**src/rtl/nsb_pkg.sv**
```systemverilog
package nsb_pkg;
  localparam int PTR_W_DEF  = 24;
  localparam int NIB_W_DEF  = 4;
  localparam int ADDR_W_DEF = 23;
  localparam int DATA_W_DEF = 8;

  typedef struct packed {
    logic rd_n;
    logic wr_n;
    logic asel;
  } host_ctl_t;

  localparam host_ctl_t CTL_IDLE = '{rd_n: 1'b1, wr_n: 1'b1, asel: 1'b0};
endpackage

```
**src/rtl/nsb_sync.sv**
```systemverilog
module nsb_sync #(
  parameter int          W       = 3,
  parameter int          STAGES  = 2,
  parameter logic [W-1:0] RST_VAL = '0
) (
  input  logic         clk,
  input  logic         rst_n,
  input  logic [W-1:0] d,
  output logic [W-1:0] q
);
  logic [W-1:0] stg [STAGES];

  always_ff @(posedge clk or negedge rst_n) begin
    if (!rst_n) begin
      for (int i = 0; i < STAGES; i++) stg[i] <= RST_VAL;
    end else begin
      stg[0] <= d;
      for (int i = 1; i < STAGES; i++) stg[i] <= stg[i-1];
    end
  end

  assign q = stg[STAGES-1];
endmodule

```
**src/rtl/nsb_ptr_loader.sv**
```systemverilog
module nsb_ptr_loader #(
  parameter int PTR_W  = 24,
  parameter int NIB_W  = 4,
  parameter int ADDR_W = 23
) (
  input  logic              clk,
  input  logic              rst_n,
  input  logic              rd_n_s,
  input  logic              wr_n_s,
  input  logic              asel_s,
  input  logic [NIB_W-1:0]  nib_in,
  output logic [ADDR_W-1:0] addr_o
);
  localparam int NIB_CNT = PTR_W / NIB_W;
  localparam int CNT_W   = $clog2(NIB_CNT + 1);
  localparam logic [CNT_W-1:0] CNT_FULL = CNT_W'(NIB_CNT);

  logic [PTR_W-1:0] ptr_q;
  logic [CNT_W-1:0] cnt_q;
  logic             rd_prev_q, wr_prev_q;
  logic             rd_rise, wr_rise, nib_step, data_step, nib_ok;

  // release of an active-low strobe seen in the bridge domain
  assign rd_rise   = rd_n_s & ~rd_prev_q;
  assign wr_rise   = wr_n_s & ~wr_prev_q;
  assign nib_step  = wr_rise & asel_s;
  assign data_step = (rd_rise | wr_rise) & ~asel_s;
  assign nib_ok    = nib_step && (cnt_q < CNT_FULL);

  always_ff @(posedge clk or negedge rst_n) begin
    if (!rst_n) begin
      rd_prev_q <= 1'b1;
      wr_prev_q <= 1'b1;
      ptr_q     <= '0;
      cnt_q     <= '0;
    end else begin
      rd_prev_q <= rd_n_s;
      wr_prev_q <= wr_n_s;
      if (nib_ok)
        ptr_q <= {ptr_q[PTR_W-NIB_W-1:0], nib_in};
      else if (data_step)
        ptr_q <= ptr_q + 1'b1;
      if (rd_rise)
        cnt_q <= '0;
      else if (nib_ok)
        cnt_q <= cnt_q + 1'b1;
    end
  end

  assign addr_o = ptr_q[ADDR_W-1:0];


  cnt_range_chk: assert property (@(posedge clk) disable iff (!rst_n)
    cnt_q <= CNT_FULL);


  nib_overrun_chk: assert property (@(posedge clk) disable iff (!rst_n)
    (cnt_q == CNT_FULL && nib_step && !rd_rise) |=> $stable(ptr_q));


  ptr_wrap_chk: assert property (@(posedge clk) disable iff (!rst_n)
    ((&ptr_q) && data_step && !nib_step) |=> (ptr_q == '0));


  ptr_hold_chk: assert property (@(posedge clk) disable iff (!rst_n)
    (!rd_n_s && !wr_prev_q == 1'b0 && !rd_prev_q) |=> $stable(ptr_q));
endmodule

```
**src/rtl/nsb_sram_ctrl.sv**
```systemverilog
module nsb_sram_ctrl #(
  parameter int DATA_W = 8,
  parameter int ADDR_W = 23
) (
  input  logic              clk,
  input  logic              rst_n,
  input  logic              host_rd_n,
  input  logic              host_wr_n,
  input  logic              host_asel,
  input  logic [DATA_W-1:0] host_d_in,
  output logic [DATA_W-1:0] host_d_out,
  output logic              host_d_oe,
  input  logic [ADDR_W-1:0] ptr_addr,
  output logic [ADDR_W-1:0] sram_addr,
  input  logic [DATA_W-1:0] sram_dq_in,
  output logic [DATA_W-1:0] sram_dq_out,
  output logic              sram_dq_oe,
  output logic              sram_ce_n,
  output logic              sram_oe_n,
  output logic              sram_we_n
);
  logic rd_act, wr_act;

  // a read strobe wins if the host ever drives both
  assign rd_act = ~host_rd_n & ~host_asel;
  assign wr_act = ~host_wr_n & ~host_asel & host_rd_n;

  always_comb begin
    sram_addr   = ptr_addr;
    sram_dq_out = host_d_in;
    sram_dq_oe  = wr_act;
    sram_we_n   = ~wr_act;
    sram_oe_n   = ~rd_act;
    sram_ce_n   = ~(rd_act | wr_act);
    host_d_oe   = rd_act;
    host_d_out  = rd_act ? sram_dq_in : '0;
  end


  we_oe_excl_chk: assert property (@(posedge clk) disable iff (!rst_n)
    !(!sram_we_n && !sram_oe_n));


  rd_drive_chk: assert property (@(posedge clk) disable iff (!rst_n)
    (!host_rd_n && !host_asel) |-> (host_d_oe && !sram_ce_n));


  nib_no_we_chk: assert property (@(posedge clk) disable iff (!rst_n)
    host_asel |-> (sram_we_n && sram_ce_n && !sram_dq_oe));
endmodule

```
**src/rtl/nibble_sram_bridge.sv**
```systemverilog
module nibble_sram_bridge
  import nsb_pkg::*;
#(
  parameter int PTR_W       = PTR_W_DEF,
  parameter int NIB_W       = NIB_W_DEF,
  parameter int ADDR_W      = ADDR_W_DEF,
  parameter int DATA_W      = DATA_W_DEF,
  parameter int SYNC_STAGES = 2
) (
  input  logic              clk,
  input  logic              rst_n,
  input  logic [DATA_W-1:0] host_d_in,
  output logic [DATA_W-1:0] host_d_out,
  output logic              host_d_oe,
  input  logic              host_rd_n,
  input  logic              host_wr_n,
  input  logic              host_asel,
  output logic [ADDR_W-1:0] sram_addr,
  input  logic [DATA_W-1:0] sram_dq_in,
  output logic [DATA_W-1:0] sram_dq_out,
  output logic              sram_dq_oe,
  output logic              sram_ce_n,
  output logic              sram_oe_n,
  output logic              sram_we_n
);
  localparam int CTL_W = $bits(host_ctl_t);

  host_ctl_t         ctl_raw, ctl_s;
  logic [NIB_W-1:0]  nib_q;
  logic [ADDR_W-1:0] ptr_addr;

  assign ctl_raw = '{rd_n: host_rd_n, wr_n: host_wr_n, asel: host_asel};

  nsb_sync #(
    .W       (CTL_W),
    .STAGES  (SYNC_STAGES),
    .RST_VAL (CTL_IDLE)
  ) u_sync (
    .clk   (clk),
    .rst_n (rst_n),
    .d     (ctl_raw),
    .q     (ctl_s)
  );

  // piece captured while the raw write strobe is low; held steady by the host
  always_ff @(posedge clk or negedge rst_n) begin
    if (!rst_n)          nib_q <= '0;
    else if (!host_wr_n) nib_q <= host_d_in[NIB_W-1:0];
  end

  nsb_ptr_loader #(
    .PTR_W  (PTR_W),
    .NIB_W  (NIB_W),
    .ADDR_W (ADDR_W)
  ) u_ptr (
    .clk    (clk),
    .rst_n  (rst_n),
    .rd_n_s (ctl_s.rd_n),
    .wr_n_s (ctl_s.wr_n),
    .asel_s (ctl_s.asel),
    .nib_in (nib_q),
    .addr_o (ptr_addr)
  );

  nsb_sram_ctrl #(
    .DATA_W (DATA_W),
    .ADDR_W (ADDR_W)
  ) u_ctrl (
    .clk         (clk),
    .rst_n       (rst_n),
    .host_rd_n   (host_rd_n),
    .host_wr_n   (host_wr_n),
    .host_asel   (host_asel),
    .host_d_in   (host_d_in),
    .host_d_out  (host_d_out),
    .host_d_oe   (host_d_oe),
    .ptr_addr    (ptr_addr),
    .sram_addr   (sram_addr),
    .sram_dq_in  (sram_dq_in),
    .sram_dq_out (sram_dq_out),
    .sram_dq_oe  (sram_dq_oe),
    .sram_ce_n   (sram_ce_n),
    .sram_oe_n   (sram_oe_n),
    .sram_we_n   (sram_we_n)
  );


  addr_stable_wr_chk: assert property (@(posedge clk) disable iff (!rst_n)
    (!sram_we_n && $past(!sram_we_n)) |-> $stable(sram_addr));
endmodule

```
**config.mk**
```make
export PLATFORM = sky130hd
export DESIGN_NAME = nibble_sram_bridge
export DESIGN_NICKNAME = d
export VERILOG_FILES = /design/src/rtl/nsb_pkg.sv /design/src/rtl/nsb_sync.sv /design/src/rtl/nsb_ptr_loader.sv /design/src/rtl/nsb_sram_ctrl.sv /design/src/rtl/nibble_sram_bridge.sv
export SDC_FILE = /design/constraint.sdc
export NUM_CORES = 1
export LEC_CHECK = 0
export BUFFER_PORTS_ARGS = -buffer_cell sky130_fd_sc_hd__buf_2
export CAP_MARGIN = 0
export CELL_PAD_IN_SITES_DETAIL_PLACEMENT = 0
export CELL_PAD_IN_SITES_GLOBAL_PLACEMENT = 1
export CORE_MARGIN = 2
export CORE_UTILIZATION = 35
export CTS_CLUSTER_SIZE = 20
export DETAILED_ROUTE_END_ITERATION = 8
export PLACE_DENSITY = 0.85
export SYNTH_ARGS = -nofsm -noshare
export SYNTH_HDL_FRONTEND = slang
export SYNTH_SLANG_ARGS = --single-unit
```
**constraint.sdc**
```tcl
create_clock -name clk -period 1.7 [get_ports clk]
set_input_delay 0.51 -clock clk [delete_from_list [all_inputs] [get_ports clk]]
set_output_delay 0.51 -clock clk [all_outputs]
set_load 0.01 [all_outputs]
```
==> metrics.txt <==
run status=finished with violations; failing checks=setup timing; Final Max Slew Viols=0; largest fanout on the critical path=8; endpoints failing hold=0; Area Overhead vs Synth=41.5%; CTS Root Cell=clkbuf_8; Vias=approximately 2.1k; PortBufs=56; antenna viol nets, final=0; routability cong.=0.824; Combinational Power Share=between 40% and 50%; Post-synth EDFFs=0; drt wl/cell=~15 µm; H-tree Lvls=2; cell accounting for the most synthesized area=dfrtp_1; maxcap violations=0; Core ar.=5990 µm²; CP Cell Sequence=nor2b_4, o211ai_4, or4_1, a31oi_1; ys async rst share=100%; clock buffer depth=2; synth unique cells=between 50 and 60; RSZ-0062 raised after global routing=yes; crit share post-route=101%; Num CTS Buffers=5; Vias/cell=approximately 5.3; Reg2Reg Depth=4; hold buffer count at cts=0; final worst slack=-0.0221 ns; nets=~340; maximum vdd drop=roughly 0.00058 V; Die X=83.1 µm; Setup CP Type=flop to flop; Synth Register Bits=38; Syn Std Cell Area=around 2200 µm²; synthesized instance count=between 200 and 250; diodes inserted=0; commonest register cell after synthesis=dfrtp_1; Min-Delay Path Class=input port to asynchronous set/reset pin; RR Startpoint=u_sync.q[1]$_DFF_PN1_; Vert. Die Dim=a little over 80 µm; Req. time, crit path=around 1.9 ns; r2r setup slk=-0.02 ns; Non-Filler Instances=around 400; leakage power=1.39 nW; crit path capture type=flop; GRT Util Overall=16.9%; crit start category=flop; pwr/cell area=between 1000 and 1500 nW/µm²; synthesis warning total=0; Worst slew margin=approximately 70%; share of cells above drive strength 1=47.8%; internal power=between 2 and 2.5 mW; initial core utilization=36.5%; drt total wl=around 6 mm; die area=6900 µm²; first-pass GRT wire length=9.49 mm; switching fraction of total power=~36%; power share of the sequential group=a little under two fifths; CP arrival=a little under 2 ns; Ports=65; clk sinks=38; Slowest-stage cell, CP=dfstp_2; pin count of the biggest net entering global routing=23; Clock Skew=about 0.0056 ns; hpwl dp=around 4.4 mm; min Tclk post-route=between 1.5 and 2 ns; post-synth net total=about 250; final setup fails=3; Worst-Margin Slew=roughly 0.44 ns; dominant cells by area after synthesis=dfrtp_1, dfstp_2, nand2_1; Clock Latency Late Sink=about 0.3 ns; Seq/Total Area, Yosys=a little over two fifths; clk slew on worst S/H paths=around 0.080 ns; vias in the first global route=1,918; DRT iter0 DRCs=144; post-synth top area share=between 30% and 40%; Clk pwr share=22.2%; CTS tree=yes; initial antenna violation count=0; post-layout power=around 3.5 mW; syn avg cell area=~9.6 µm²; R2R Path End=u_ptr.ptr_q[12]$_DFFE_PN0P_; drt pass-1 iters=4; number of core rows=28; Sw Pwr=~1.3 mW; number of remaining DRC errors=0; Post-synth top cells=dfrtp_1, nand2_1, nor2_1, nand3_1, a21oi_1; top-count cell post-synth=dfrtp_1; worst slack, placed=-0.101 ns; grt ovf=0; total placed cells including tap cells=about 380; Fmax achieved=between 500 and 600 MHz; Crit path largest cell delay=roughly 0.58 ns
-- metrics by stage --
stage	hold slack (ns)	setup TNS, ns	util (%)	area [µm²]
final	0.149	-0.0324	51.7	3100
after global routing	0.178	-0.478	51.7	3100
after detailed placement	0.347	-1.27	46.6	2790
after CTS	0.162	-0.00648	49.9	2990
after floorplan	0.214	-0.0747	-	2200
after global placement	0.335	-0.453	46.6	2790
-- worst max-delay path: cells and delay by family (launching register included) --
family	cells	cell delay (ns)
DFF	1	0.58
and+or+nand+nor	2	0.72
AOI/OAI and AO/OA	2	0.35
-- power groups by stage --
stage / combinational, mW / clock, mW / sequential, mW
2_1_floorplan: 0.520 / 0 / 1.45
4_1_cts: 1.35 / 0.802 / 1.32
6_report: 1.42 / 0.781 / 1.32
5_1_grt: 1.54 / 0.841 / 1.35
3_5_place_dp: 1.32 / 0 / 1.33
3_3_place_gp: 1.30 / 0 / 1.33
-- state kept, by name, indices dropped and copies added, names as in the netlist --
signal / flops
nib_q: 4
u_ptr.cnt_q: 3
u_ptr.ptr_q: 23
u_ptr.rd_prev_q: 1
u_ptr.wr_prev_q: 1
u_sync.q: 3
u_sync.stg: 3
-- logic make-up after synthesis --
logic type,Yosys count,synth area share [%]
buffers and inverters,25,6.69
DFF,38,43.8
xor gates and xnor gates,4,1.60
adders and majority gates,2,1.14
AOI/OAI and AO/OA,53,17.2
and+or+nand+nor,101,27.0
muxes,5,2.57
-- worst max path at each step --
stage	start	end	slack, ns	cells after the start
after floorplan	u_ptr.ptr_q[1]$_DFFE_PN0P_	u_ptr.ptr_q[12]$_DFFE_PN0P_	-0.04	6
after global placement	host_asel	sram_dq_oe	-0.06	4
after detailed placement	u_sync.q[1]$_DFF_PN1_	u_ptr.ptr_q[12]$_DFFE_PN0P_	-0.10	4
after CTS	u_ptr.ptr_q[1]$_DFFE_PN0P_	u_ptr.ptr_q[12]$_DFFE_PN0P_	-0.006	5
after global routing	u_sync.q[1]$_DFF_PN1_	u_ptr.ptr_q[14]$_DFFE_PN0P_	-0.09	4
final	u_sync.q[1]$_DFF_PN1_	u_ptr.ptr_q[12]$_DFFE_PN0P_	-0.02	4
-- placed cells by master (no fill, tap or decap), types with 3 or more instances in the layout --
master    instances
buf_4            42
buf_6             9
mux2_2            5
o21ai_0           4
o311ai_1          5
a21oi_1          10
inv_1             6
and3_1            3
and2_4            3
nand3_1          12
nor3_1            4
and2_1            8
or4_1             5
a31oi_1           7
o31ai_1           5
nor2_1           13
o211ai_1          4
clkbuf_8          5
dfstp_2           6
and3_2            3
buf_2            52
o31a_1            3
nand4_1           3
dfrtp_1          31
nand2_1          21
or4b_1            4
-- repair_timing --
item                       4_1_cts  5_1_grt
pin swaps                        7       11
setup endpoints to repair       26       28
gates cloned                     1        0
buffers inserted                 2        3
gates resized for setup         16       19
-- cell type report --
cell class	count	area, µm²
tap	75	93.8
fill	535	2900
sequential	38	960
clock inverter	3	45.0
clock buffer	5	68.8
timing repair buffer	105	717
inverter	6	22.5
multi-input combinational	165	1190
-- routing by layer --
metal | GRT usage [%] | part of all wire (%)
met1 | 23.9 | 45
met2 | 26.0 | 48
met5 | 0 | 0
met4 | 6.11 | 1.4
met3 | 2.98 | 5.5
(Power assumes the default switching activity.)
